`src/rtl/alq_pkg.sv`:
```
// Package alq_pkg
// Shared types for the ordered alarm list: the command chosen each cycle.
// Assumes a single command is applied per clock cycle.
package alq_pkg;

    typedef enum logic [1:0] {
        OP_NONE = 2'd0,
        OP_SET  = 2'd1,
        OP_POP  = 2'd2,
        OP_CLR  = 2'd3
    } alq_op_e;

endpackage

```
`src/rtl/alq_match.sv`:
```
// Module alq_match
// Compares a key with every slot. Reports whether the key is listed, and
// builds a mask with a bit set at the matching slot and at every slot after it.
// Assumes the list holds no duplicates and that empty slots hold 0.
// A zero key never matches.
module alq_match #(
    parameter int DEPTH = 16,
    parameter int W     = 16
) (
    input  logic [DEPTH-1:0][W-1:0] slots,
    input  logic [W-1:0]            key,
    output logic                    hit,
    output logic [DEPTH-1:0]        at_or_after
);

    logic [DEPTH-1:0] eq;

    // Per-slot equality test and prefix OR that forms the shift mask.
    for (genvar g = 0; g < DEPTH; g++) begin : g_cmp
        assign eq[g]          = (key != '0) && (slots[g] == key);
        assign at_or_after[g] = |eq[g:0];
    end

    // Key is present anywhere in the list.
    assign hit = |eq;

endmodule

```
`src/rtl/alq_decide.sv`:
```
// Module alq_decide
// Picks the one command that acts this cycle, using the priority
// clear > drop-oldest > set. A command that would have no effect is
// reduced to OP_NONE.
// Assumes count never exceeds DEPTH.
module alq_decide
    import alq_pkg::*;
#(
    parameter int DEPTH = 16,
    parameter int W     = 16,
    localparam int CW   = $clog2(DEPTH + 1)
) (
    input  logic          set_req,
    input  logic          clr_req,
    input  logic          pop_req,
    input  logic [W-1:0]  num,
    input  logic          hit,
    input  logic [CW-1:0] cnt,
    output alq_op_e       op
);

    // Priority selection with qualification of each command.
    always_comb begin
        op = OP_NONE;
        if (clr_req) begin
            if (hit) op = OP_CLR;
        end else if (pop_req) begin
            if (cnt != '0) op = OP_POP;
        end else if (set_req) begin
            if ((num != '0) && !hit && (cnt < CW'(DEPTH))) op = OP_SET;
        end
    end

endmodule

```
`src/rtl/alarm_order_list.sv`:
```
// Module alarm_order_list
// Chronological list of active alarm numbers, with slot 0 the oldest.
// Set appends at the tail. Clear removes the matching entry and compacts
// the list. Drop-oldest retires slot 0. Outputs are all slots, the count
// and the head.
// Assumes: 0 marks an empty slot; one command acts per cycle;
// synchronous active-low reset.
module alarm_order_list
    import alq_pkg::*;
#(
    parameter int DEPTH = 16,
    parameter int W     = 16,
    localparam int CW   = $clog2(DEPTH + 1)
) (
    input  logic             clk,
    input  logic             rst_n,
    input  logic             set_req,
    input  logic             clr_req,
    input  logic             pop_req,
    input  logic [W-1:0]     alarm_num,
    output logic             ready,
    output logic [DEPTH*W-1:0] slots_flat,
    output logic [CW-1:0]    count,
    output logic [W-1:0]     head
);

    logic [DEPTH-1:0][W-1:0] slot_q;
    logic [DEPTH-1:0][W-1:0] slot_d;
    logic [CW-1:0]           cnt_q;
    logic [CW-1:0]           cnt_d;
    logic                    ready_q;
    logic                    hit;
    logic [DEPTH-1:0]        shift_mask;
    alq_op_e                 op;

    alq_match #(.DEPTH(DEPTH), .W(W)) u_match (
        .slots       (slot_q),
        .key         (alarm_num),
        .hit         (hit),
        .at_or_after (shift_mask)
    );

    alq_decide #(.DEPTH(DEPTH), .W(W)) u_decide (
        .set_req (set_req),
        .clr_req (clr_req),
        .pop_req (pop_req),
        .num     (alarm_num),
        .hit     (hit),
        .cnt     (cnt_q),
        .op      (op)
    );

    for (genvar g = 0; g < DEPTH; g++) begin : g_slot
        logic [W-1:0] upper;
        logic [W-1:0] nxt;

        // Value arriving from the next newer slot; the last slot takes 0.
        if (g == DEPTH - 1) begin : g_last
            assign upper = '0;
        end else begin : g_mid
            assign upper = slot_q[g+1];
        end

        // Next value of this slot for the selected command.
        always_comb begin
            unique case (op)
                OP_CLR:  nxt = shift_mask[g] ? upper : slot_q[g];
                OP_POP:  nxt = upper;
                OP_SET:  nxt = (cnt_q == CW'(g)) ? alarm_num : slot_q[g];
                default: nxt = slot_q[g];
            endcase
        end

        assign slot_d[g] = nxt;
    end

    // Next count for the selected command.
    always_comb begin
        unique case (op)
            OP_SET:         cnt_d = cnt_q + 1'b1;
            OP_CLR, OP_POP: cnt_d = cnt_q - 1'b1;
            default:        cnt_d = cnt_q;
        endcase
    end

    // State registers with synchronous active-low reset.
    always_ff @(posedge clk) begin
        if (!rst_n) begin
            slot_q  <= '0;
            cnt_q   <= '0;
            ready_q <= 1'b0;
        end else begin
            slot_q  <= slot_d;
            cnt_q   <= cnt_d;
            ready_q <= 1'b1;
        end
    end

    assign slots_flat = slot_q;
    assign count      = cnt_q;
    assign head       = slot_q[0];
    assign ready      = ready_q;

endmodule

```
`config.mk`:
```
export PLATFORM = sky130hd
export DESIGN_NAME = alarm_order_list
export DESIGN_NICKNAME = d
export VERILOG_FILES = /design/src/rtl/alq_pkg.sv /design/src/rtl/alq_match.sv /design/src/rtl/alq_decide.sv /design/src/rtl/alarm_order_list.sv
export SDC_FILE = /design/constraint.sdc
export NUM_CORES = 1
export LEC_CHECK = 0
export ABC_CLOCK_PERIOD_IN_PS = 9200
export BUFFER_PORTS_ARGS = -buffer_cell sky130_fd_sc_hd__buf_2
export CAP_MARGIN = 5
export CORE_UTILIZATION = 30
export DETAILED_ROUTE_END_ITERATION = 10
export PLACE_DENSITY = 0.6
export SYNTH_ARGS = -nofsm -noshare
export SYNTH_HDL_FRONTEND = slang
export SYNTH_SLANG_ARGS = --single-unit
```
`constraint.sdc`:
```
create_clock -name clk -period 9.2 [get_ports clk]
set_clock_uncertainty 0.2 [all_clocks]
set_input_delay 0.92 -clock clk [delete_from_list [all_inputs] [get_ports clk]]
set_output_delay 0.92 -clock clk [all_outputs]
set_load 0.1 [all_outputs]
```
# Yosys cells after proc, flatten, opt, wreduce, memory -nomap -nowiden
# Index checks and enable logic that the tools add are counted.
# totals
regBits	262
inputBits	21
output_inout_bits	278
elab_cells	199
# classes
add_sub_neg	2
n_lt_le_gt_ge	1
eq_ne	66
muxes	56
reduce_logical	56
# op_table
op	count
$pmux W16 S3	16
$mux W16	32
$eq A16 B16 Y1	16
$ne A2 B2 Y1 const B	31
$reduce_and A3 Y1	16
$eq A5 B4 Y1 const B	8
$eq A5 B3 Y1 const B	4
$logic_and A1 B1 Y1	18
$reduce_bool A16 Y1	1
$reduce_or A16 Y1	1
$reduce_or A15 Y1	1
$reduce_or A14 Y1	1
$reduce_or A13 Y1	1
$reduce_or A12 Y1	1
$reduce_or A11 Y1	1
$eq A5 B2 Y1 const B	2
$mux W2	5
$pmux W5 S2	1
$reduce_or A10 Y1	1
$reduce_or A9 Y1	1
$reduce_or A8 Y1	1
$reduce_or A7 Y1	1
$reduce_or A6 Y1	1
$add A5 B1 Y5 const B	1
other kinds (16)	19

# Longest topological paths before layout
# depth
ltp_word	13
ltp_mapped	14
mapped_depth_nobuf	10

# Hierarchy
# From an unflattened synthesis, not the netlist that was laid out.
# unflattened
cells_unflattened	1690
area_unflattened_um2	15233.4
# modules_own_cells
module	n_inst	cells_per_inst	area_each_um2	seq_area_each_um2
alarm_order_list	1	1270	11741.3	5245.0
alq_match	1	408	3409.5	0.0
alq_decide	1	12	82.6	0.0

# Worst setup path before layout
# Ideal clock, no wire load.
# synth_timing
path_kind	input -> register
from	input port alarm_num[11]
to	register slot_q (netlist bit g_slot[4].upper[10])
setup_time_ns	0.132
t_arrival_ns	3.403
required_time_ns	8.868
path_slack_ns	5.465
stages	12
path_buffers	5
cell_sequence	buf_4 > nor4_2 > and4_4 > buf_6 > or3_4 > or4b_1 > buf_2 > or3_1 > buf_2 > buf_6 > a221oi_2 > nor3_1
# synth_via
elab_chain_len	13
elab_cells_between_ends	51
classes_between	21 x eq/ne; 6 x mux; 24 x reduce/logical
# synth_rtl
element	line	text
start, declared	alarm_order_list.sv:20	input logic [W-1:0] alarm_num,
$eq A16 B16 Y1 / $reduce_bool A16 Y1 (equally long branches)	alq_match.sv:20, alq_decide.sv:30	
$logic_and A1 B1 Y1	alq_match.sv:20	assign eq[g] = (key != '0) && (slots[g] == key);
$reduce_or A16 Y1	alq_match.sv:25	assign hit = |eq;
$logic_not A1 Y1	alq_decide.sv:30	if ((num != '0) && !hit && (cnt < CW'(DEPTH))) op = OP_SET;
$logic_and A1 B1 Y1 (2 in a row)	alq_decide.sv:30	
$mux W1	alq_decide.sv:30	
$mux W2	alq_decide.sv:29	end else if (set_req) begin
$mux W2	alq_decide.sv:27	end else if (pop_req) begin
$mux W2	alq_decide.sv:25	if (clr_req) begin
$eq A2 B1 Y1 / $eq A2 B2 Y1 (equally long branches)	alarm_order_list.sv:66	unique case (op)
$ne A2 B2 Y1 (no line) / $reduce_bool A3 Y1 (equally long branches)	--	
$reduce_and A3 Y1 (no line)	--	
end signal, assigned	alarm_order_list.sv:93	slot_q <= slot_d;
end, declared	alarm_order_list.sv:27	logic [DEPTH-1:0][W-1:0] slot_q;
# Parallel ways exist; a longest one is shown, timed or not.
# A chain may end at the register's enable or synchronous reset.

# Worst setup path after layout
# layout_timing
from	input port alarm_num[11]
to	register slot_q (netlist bit g_slot[2].upper[3])
# The elaborated chain is that of the path after synthesis.

==> metrics <==
status complete, no violations; antenna viol nets, final 0; Routed WL per cell 28.6 µm; CP arrival 5.93 ns; hpwl dp 50000 µm; CTS tree done; measured slew at the worst slew-check pin 1.29 ns; clock-pin slew on the worst setup and hold paths 0.06 ns; # IOs 299; crit path launch type input pin; GR Util All Layers 0.266; final WL 73900 µm; antenna violations before repair 2; Syn-to-layout area delta 16.4%; crit-path max FO 99; ys async rst share 0; DR vias 15712; final setup fails 0; fillers 5288; wire length of the first global-routing pass 105000 µm; Clock Path Buffers 3; most frequent CP cell buf_4; layout cells sized above 1 0.221; CP required 9.47 ns; Hold Buf Count CTS 0; f_max 176 MHz; CTS buffer count 30; Sink Count 262; ys flop type dfxtp_1; Synthesis Warnings 0; H-tree depth 1; largest net degree at the start of global routing 113; DR iter-0 viols 1913; DRC 0; Post-CTS Setup Bufs 0; setup TNS 0 ns; Rows 83; Max-cap violations 0; Final Cycle Share 0.616; Nets 1908; DR vias/cell 6.09; Core Box Area 0.0513 mm²; Core Util, Final 0.354; post-synthesis register bit count 262; Mapped Avg Cell Area 8.92 µm²; vias in the first global route 14625; slowest cell on the critical path buf_4; GPL Wtd Cong 0.959; clk_lat worst skew 0.58 ns; min Tclk post-route 5.67 ns; Die Wd 230 µm; Port Buffers 298; Yosys cell types 58; kind of critical path input pin to flop; Worst slew margin 0.132; Post-CTS Resized 0; highest cell delay on the worst timing path 0.74 ns; Leakage 0.00770 µW; DP Area 0.0171 mm²; endpoints failing hold 0; RSZ-0062 raised after global routing false; total gr overflow 0; worst path cell trace buf_2, nor4_2, nand4_1, nand3_1, o22a_1, and4_2, buf_4, nand2_4, buf_4, a221o_1, o311a_1; CTS root buffer clkbuf_16; syn_nets 1775; die area 0.0529 mm²; Mapped Area 0.0156 mm²; drt pass-1 iters 5; VDD IR max 0.150 mV; Power Density 244 mW/mm²; DIE HEIGHT 230 µm; Post-synth EDFFs 0; fin area 0.0182 mm²; Hold WC Path Type flop to flop; Seq/Total Area, Yosys 0.336; Post-Synthesis Cells 1748; Final Max Slew Viols 0; Initial Util 0.304; Crit. End Element flop
-- cells in the mapped netlist (7+ instances only) --
library cell	instances	share of area
dfxtp_1	262	0.34
xor2_1	144	0.081
xnor2_1	112	0.063
clkbuf_1	106	0.026
a21oi_1	104	0.033
a221o_1	80	0.051
buf_2	80	0.026
o311a_1	80	0.051
nand2_1	71	0.017
nor3_1	67	0.022
nor2_1	53	0.013
mux2i_1	51	0.033
o21ai_0	51	0.016
a211oi_1	48	0.023
a21boi_0	48	0.023
nand4_1	47	0.019
nor4_1	44	0.018
nand3_1	38	0.012
buf_4	35	0.017
a221oi_1	28	0.016
and3_1	25	0.010
inv_1	21	0.0051
a221oi_2	20	0.019
o22ai_1	18	0.0072
o211ai_1	17	0.0082
a311oi_1	16	0.0090
buf_6	7	0.0051
-- state kept, by name, summed over array words and instances (netlist names) --
| register | cells |
|---|---|
| head | 16 |
| ready | 1 |
| count | 5 |
| g_slot.upper | 240 |
-- power by group --
part           switching (µW)  internal (µW)  total [µW]  leakage [µW]
clock network             507            788        1300      0.000519
registers                 218           1240        1460       0.00215
logic                    1310            356        1660       0.00503
-- routing by layer --
metal / share of wire / up-vias / global-route usage
li1: - / 6865 / -
met1: 0.41 / 7693 / 0.346
met2: 0.45 / 956 / 0.415
met3: 0.10 / 196 / 0.0649
met4: 0.046 / 2 / 0.115
met5: 0.00018 / - / 0
-- per-stage QoR --
| stage | worst slack (ns) | total power (µW) | cells | hold WS, ns |
|---|---|---|---|---|
| 2_1_floorplan | 5.46 | 2770 | 1748 | 0.714 |
| 5_1_grt | 3.45 | 4540 | 2582 | 0.333 |
| 3_3_place_gp | 3.32 | 3110 | 2529 | 0.285 |
| 3_5_place_dp | 3.24 | 3130 | 2529 | 0.301 |
| 6_report | 3.53 | 4420 | 2582 | 0.313 |
| 4_1_cts | 3.82 | 4400 | 2581 | 0.310 |
-- placed cells by master, fill, tap and decap left out, drive strengths merged, types with 51 or more instances in the layout --
cell	count
xnor2	112
nand2	71
o21ai	54
nor2	53
a221o	80
o311a	80
buf	331
dfxtp	262
mux2i	51
a21oi	104
xor2	144
nor3	69
-- final timing paths --
check	endpoint	cells past startpoint	slack, ns	start
hold reg to reg	g_slot[12].upper[13]	2	0.31	g_slot[12].upper[13]
setup reg to reg	g_slot[3].upper[5]	10	4.43	g_slot[4].upper[15]
setup / recovery	g_slot[2].upper[3]	11	3.53	alarm_num[11]
hold / removal	g_slot[12].upper[13]	2	0.31	g_slot[12].upper[13]
-- worst max-delay path, delay by kind of cell --
family | cells | cell delay [ns]
buffers and inverters | 3 | 1.74
AO/OA/AOI/OAI | 3 | 0.76
AND/OR/NAND/NOR | 5 | 2.33
-- layout make-up --
class                      count  area (µm²)  area share
clock buffer                  47         956      0.0527
inverter                      21        81.3     0.00448
timing repair buffer         331        1740      0.0960
tap                          680         851      0.0469
sequential                   262        5250       0.289
clock inverter                 5         103     0.00565
antenna                        1        2.50    0.000138
multi-input combinational   1235        9170       0.505
-- cell families after synthesis --
| kind of cell | after synthesis | share of synthesized area |
|---|---|---|
| AOI/OAI and AO/OA | 547 | 0.278 |
| and+or+nand+nor | 375 | 0.126 |
| DFF | 262 | 0.336 |
| xor gates and xnor gates | 256 | 0.144 |
| buffers and inverters | 251 | 0.0786 |
| muxes | 51 | 0.0327 |
| adders and majority gates | 6 | 0.00481 |
Power figures use the tool's default switching activity.
